File: src/rtl/pdm_dac_pkg.sv
package pdm_dac_pkg;
  localparam int unsigned DEF_SMP_W = 8;
  localparam int unsigned DEF_VOL_W = 3;
endpackage

File: src/rtl/pdm_rst_sync.sv
module pdm_rst_sync (
  input  logic clk_i,
  input  logic rst_ni,
  output logic rst_no
);
  logic [1:0] sync_q;

  always_ff @(posedge clk_i or negedge rst_ni) begin
    if (!rst_ni) sync_q <= 2'b00;
    else         sync_q <= {sync_q[0], 1'b1};
  end

  assign rst_no = sync_q[1];
endmodule

File: src/rtl/pdm_sample_hold.sv
module pdm_sample_hold #(
  parameter int unsigned SMP_W = pdm_dac_pkg::DEF_SMP_W
) (
  input  logic                    clk_i,
  input  logic                    rst_ni,
  input  logic                    vld_i,
  input  logic [SMP_W-1:0]        data_i,
  output logic signed [SMP_W-1:0] mod_o
);
  localparam int unsigned TMR_W = SMP_W + 1;
  localparam logic [TMR_W-1:0] TMR_MAX = '1;

  logic signed [SMP_W-1:0] hold_q, hold_d;
  logic signed [SMP_W-1:0] mod_q, mod_d;
  logic                    pend_q, pend_d;
  logic [TMR_W-1:0]        tmr_q, tmr_d;
  logic                    load;

  always_comb begin
    load   = pend_q && (tmr_q == '0);
    hold_d = hold_q;
    if (vld_i) hold_d = {~data_i[SMP_W-1], data_i[SMP_W-2:0]};
    pend_d = vld_i | (pend_q & ~load);
    mod_d  = load ? hold_q : mod_q;
    if (load)             tmr_d = TMR_MAX;
    else if (tmr_q != '0) tmr_d = tmr_q - TMR_W'(1);
    else                  tmr_d = '0;
  end

  always_ff @(posedge clk_i or negedge rst_ni) begin
    if (!rst_ni) begin
      hold_q <= '0;
      mod_q  <= '0;
      pend_q <= 1'b0;
      tmr_q  <= '0;
    end else begin
      hold_q <= hold_d;
      mod_q  <= mod_d;
      pend_q <= pend_d;
      tmr_q  <= tmr_d;
    end
  end

  assign mod_o = mod_q;


  capture_on_strobe_chk: assert property (@(posedge clk_i) disable iff (!rst_ni)
    vld_i |=> (hold_q == {~$past(data_i[SMP_W-1]), $past(data_i[SMP_W-2:0])}));


  hold_window_chk: assert property (@(posedge clk_i) disable iff (!rst_ni)
    (tmr_q != '0) |=> $stable(mod_q));
endmodule

File: src/rtl/pdm_vol_scale.sv
module pdm_vol_scale #(
  parameter int unsigned SMP_W = pdm_dac_pkg::DEF_SMP_W,
  parameter int unsigned VOL_W = pdm_dac_pkg::DEF_VOL_W
) (
  input  logic signed [SMP_W-1:0] smp_i,
  input  logic [VOL_W-1:0]        vol_i,
  output logic [SMP_W-1:0]        ubias_o
);
  localparam logic [VOL_W-1:0] VOL_MAX = '1;

  logic [VOL_W-1:0]        shamt;
  logic signed [SMP_W-1:0] scaled;

  always_comb begin
    shamt   = VOL_MAX - vol_i;
    scaled  = smp_i >>> shamt;
    ubias_o = {~scaled[SMP_W-1], scaled[SMP_W-2:0]};
  end
endmodule

File: src/rtl/pdm_dsm.sv
module pdm_dsm #(
  parameter int unsigned SMP_W = pdm_dac_pkg::DEF_SMP_W
) (
  input  logic             clk_i,
  input  logic             rst_ni,
  input  logic [SMP_W-1:0] ubias_i,
  output logic             pdm_o
);
  logic [SMP_W-1:0] acc_q, acc_d;
  logic             bit_q, bit_d;
  logic [SMP_W:0]   sum;

  always_comb begin
    sum   = {1'b0, acc_q} + {1'b0, ubias_i};
    acc_d = sum[SMP_W-1:0];
    bit_d = sum[SMP_W];
  end

  always_ff @(posedge clk_i or negedge rst_ni) begin
    if (!rst_ni) begin
      acc_q <= '0;
      bit_q <= 1'b0;
    end else begin
      acc_q <= acc_d;
      bit_q <= bit_d;
    end
  end

  assign pdm_o = bit_q;


  zero_input_silent_chk: assert property (@(posedge clk_i) disable iff (!rst_ni)
    (ubias_i == '0) |=> !bit_q);
endmodule

File: src/rtl/pdm_audio_dac.sv
module pdm_audio_dac #(
  parameter int unsigned SMP_W = pdm_dac_pkg::DEF_SMP_W,
  parameter int unsigned VOL_W = pdm_dac_pkg::DEF_VOL_W
) (
  input  logic             clk_i,
  input  logic             rst_ni,
  input  logic             smp_vld_i,
  input  logic [SMP_W-1:0] smp_data_i,
  input  logic [VOL_W-1:0] vol_i,
  output logic             aud_o
);
  logic                    rst_n;
  logic signed [SMP_W-1:0] mod_smp;
  logic [SMP_W-1:0]        ubias;
  logic                    pdm_bit;
  logic                    aud_q, aud_d;

  pdm_rst_sync u_rst_sync (
    .clk_i  (clk_i),
    .rst_ni (rst_ni),
    .rst_no (rst_n)
  );

  pdm_sample_hold #(.SMP_W(SMP_W)) u_hold (
    .clk_i  (clk_i),
    .rst_ni (rst_n),
    .vld_i  (smp_vld_i),
    .data_i (smp_data_i),
    .mod_o  (mod_smp)
  );

  pdm_vol_scale #(.SMP_W(SMP_W), .VOL_W(VOL_W)) u_scale (
    .smp_i   (mod_smp),
    .vol_i   (vol_i),
    .ubias_o (ubias)
  );

  pdm_dsm #(.SMP_W(SMP_W)) u_dsm (
    .clk_i   (clk_i),
    .rst_ni  (rst_n),
    .ubias_i (ubias),
    .pdm_o   (pdm_bit)
  );

  always_comb aud_d = pdm_bit;

  always_ff @(posedge clk_i or negedge rst_n) begin
    if (!rst_n) aud_q <= 1'b0;
    else        aud_q <= aud_d;
  end

  assign aud_o = aud_q;


  out_reg_delay_chk: assert property (@(posedge clk_i) disable iff (!rst_n)
    1'b1 |=> (aud_o == $past(pdm_bit)));
endmodule

File: config.mk
export PLATFORM = sky130hd
export DESIGN_NAME = pdm_audio_dac
export DESIGN_NICKNAME = d
export VERILOG_FILES = /design/src/rtl/pdm_dac_pkg.sv /design/src/rtl/pdm_rst_sync.sv /design/src/rtl/pdm_sample_hold.sv /design/src/rtl/pdm_vol_scale.sv /design/src/rtl/pdm_dsm.sv /design/src/rtl/pdm_audio_dac.sv
export SDC_FILE = /design/constraint.sdc
export NUM_CORES = 1
export LEC_CHECK = 0
export BUFFER_PORTS_ARGS = -buffer_cell sky130_fd_sc_hd__buf_2
export CORE_ASPECT_RATIO = 1.5
export CORE_MARGIN = 4
export CORE_UTILIZATION = 30
export CTS_CLUSTER_DIAMETER = 100
export CTS_CLUSTER_SIZE = 10
export DETAILED_ROUTE_END_ITERATION = 10
export GPL_TIMING_DRIVEN = 0
export SLEW_MARGIN = 10
export SYNTH_ARGS = -nofsm -noshare
export SYNTH_HDL_FRONTEND = slang
export SYNTH_SLANG_ARGS = --single-unit
File: constraint.sdc
create_clock -name clk_i -period 1.6 [get_ports clk_i]
set_input_delay 0 -clock clk_i [delete_from_list [all_inputs] [get_ports clk_i]]
set_output_delay 0 -clock clk_i [all_outputs]
set_load 0.01 [all_outputs]
==> results.toml <==
[cells_and_area]
syn_to_final_growth_pct = 38.1
drive_above_1_share_pct = 40.2
multi_input_area_mm2 = 0.00104
fin_nets = 247
final_core_utilization_pct = 42.9
antenna_cells = 0
regArea_um2 = 953
fillers = 554

[detailed_routing]
drc_errors = 0
wl_per_cell_um = 12.8
firstDrtPassIters = 4
ant_nets = 0
routed_wl_mm = 3.81
drtIter0Drc = 41
viasPerCell = 4.71
routed-via-count = 1404

[global_route]
grt_max_degree = 37
grt_pass1_vias = 1533
grt_overflow = 0
antenna_found_initial = 0
grt_pass1_wl_mm = 6.91
globalRouteTotalUtil_pct = 11.2

[power]
switching_share_pct = 29.7
p_switching_mw = 1.02
p_int_mw = 2.40
seq_power_share_pct = 39.3
power.share.clock_pct = 28.8
pwr-share-comb_pct = 31.9
leakage_nw = 1.23
vdd_drop_max_v = 0.000976
p_per_area_mw_per_mm2 = 1290

[synth]
yosysUniqueCellTypes = 37
yosysWarningCount = 0
netlist_top_cells_area = "dfrtp_1, mux2_2, ha_1"
synth_top_area_share_pct = 49.5
ys.flop_type = "dfrtp_1"
synth-seq-cells = 38
synth_common_cells = "dfrtp_1, a21oi_1, nand2_1, nor2_1"
yosysMostFrequentCell = "dfrtp_1"
synth-edff-count = 0
netlist_area_mm2 = 0.00192
yosysTopAreaCell = "dfrtp_1"
syn_nets = 194
yosysSeqAreaShare_pct = 49.5
synth_cells = 170
synthArstFlopShare_pct = 100
synth_area_per_cell_um2 = 11.3

[placement]
hpwl_mm = 2.40
finalWeightedCongestion = 0.768
port_buffers = 11
place_ws_ns = -0.699

[setup_path]
cp_max_fo = 3
cp-end-kind = "flip-flop"
crit_type = "flip-flop to flip-flop"
cp-start-kind = "flip-flop"
arrival_ns = 2.41
worstPathRequired_ns = 1.77

[floorplanning]
start_util_pct = 31.1
die_area_mm2 = 0.00777
fp-row-count = 35
ios = 15
core_area_mm2 = 0.00617
die_w_um = 73.3
die_y_um = 106

[sta]
relSlewSlack_pct = 46.7
period_minus_slack_ns = 2.24
report.final.slew_viol_count = 0
worst_slew_pin_slew_ns = 0.799
rsz0062_at_grt = "yes"
clock.fmax_ghz = 0.447
fin_ws_ns = -0.638
finalHoldViolCount = 0
fin_hold_ws_ns = 0.0228
setup-violations-final = 25
finalSetupTns_ns = -8.31
period_share_pct = 140
clock_skew_ns = 0.00678

[clock_network]
numCtsBuffers = 5
clk_latency_ns = 0.29
cts_max_level = 2
root_buffer = "clkbuf_8"
path_clk_slew_ns = 0.08
cts_tree = "built"
clk_path_buf_depth = 2
numClockSinks = 38

[run]
cap_violations = 0

[hold_path]
hp-class = "input pin to async pin"

[run_status]
outcome = "complete, but fails checks"
violations = "setup timing"
-- stage by stage --
step | std cells | area [um^2] | power, mW
finish | 298 | 2650 | 3.41
global route | 298 | 2650 | 3.65
CTS | 295 | 2620 | 3.42
detailed placement | 255 | 2130 | 2.20
global placement | 255 | 2130 | 2.18
floorplan | 170 | 1980 | 2.03
-- layout by cell type, fill, tap and decap left out, drive strengths merged --
master	count
mux2i	7
clkbuf	9
o311ai	1
ha	9
nor2	12
mux2	17
o31ai	1
a2bb2oi	1
fa	1
bufinv	2
xnor2	5
or4b	1
nand2	13
a311oi	1
xor2	3
a221oi	1
a21oi	12
a31oi	1
or3	2
a31o	1
o21ai	11
clkinv	1
and3	1
o21a	2
inv	6
conb	1
or4	1
nand2b	1
a21o	4
dlygate4sd3	9
nor3	6
nand3	2
buf	39
dfrtp	38
a22oi	1
o2bb2ai	1
-- worst max-delay path: stages, from the launching register on --
cell       delay, ns
dfrtp_1         0.40
mux2_4          0.28
a21oi_4         0.14
o21ai_1         0.08
ha_2            0.20
fa_2            0.36
a21o_1          0.18
a21oi_2         0.20
a2bb2oi_2       0.18
a21oi_1         0.09
-- path summary, 6_finish.rpt --
path	from	cells after the start	endpoint	slack, ns
worst max-delay path	u_hold.mod_o[4]	9	u_dsm.pdm_o	-0.64
worst min-delay path	rst_ni	2	u_rst_sync.sync_q[1]	0.02
worst max register to register	u_hold.mod_o[4]	9	u_dsm.pdm_o	-0.64
worst min register to register	u_dsm.pdm_o	0	aud_o	0.35
max in group asynchronous	u_rst_sync.sync_q[1]	0	u_hold.mod_o[6]	0.69
min in group clk_i	smp_vld_i	2	u_hold.hold_q[7]	0.14
-- flip-flops by register name, summed over array words and instances, names as in the netlist --
register           count
u_hold.tmr_q           9
u_dsm.acc_q            8
aud_o                  1
u_rst_sync.sync_q      2
u_hold.pend_q          1
u_hold.mod_o           8
u_dsm.pdm_o            1
u_hold.hold_q          8
-- power groups by stage --
stage / clock network (mW) / registers, mW / logic (mW)
CTS: 1.01 / 1.34 / 1.06
global route: 1.05 / 1.37 / 1.23
finish: 0.985 / 1.34 / 1.09
floorplan: 0 / 1.32 / 0.706
detailed placement: 0 / 1.35 / 0.852
global placement: 0 / 1.35 / 0.835
-- layer usage --
metal	vias to the layer above	global-route usage [%]	wire length (um)
met5	-	0	0
met4	0	4.40	58
met3	6	2.27	67
met2	13	20.0	2110
met1	676	12.7	1580
li1	709	-	-
-- repair_timing --
action                                 in CTS  in global routing
setup buffers                              24                  3
resized for setup                          20                  6
hold buffers                                9                  0
gates cloned                                0                  0
endpoints found under the hold margin      10                  0
pin swaps                                  19                  5
setup endpoints to repair                  25                 26
-- area by class of cell --
| type | instances | area share [%] |
|---|---|---|
| multi-input cells | 120 | 39.1 |
| flip-flops and latches | 38 | 36.0 |
| repair buffers | 47 | 14.3 |
| well taps | 74 | 3.49 |
| clock buffers | 5 | 2.60 |
| clock inverters | 3 | 2.60 |
| plain buffers | 5 | 1.18 |
| inverters | 6 | 0.849 |
-- logic make-up after synthesis --
kind of cell             synth area share, %
multiplexers                            14.8
buffers and inverters                   2.80
XOR/XNOR                                3.65
AO/OA/AOI/OAI                           12.2
adder cells (fa/ha/maj)                 6.91
flip-flops                              49.5
AND/OR/NAND/NOR                         9.91
other                                  0.195
(Power assumes the default switching activity.)
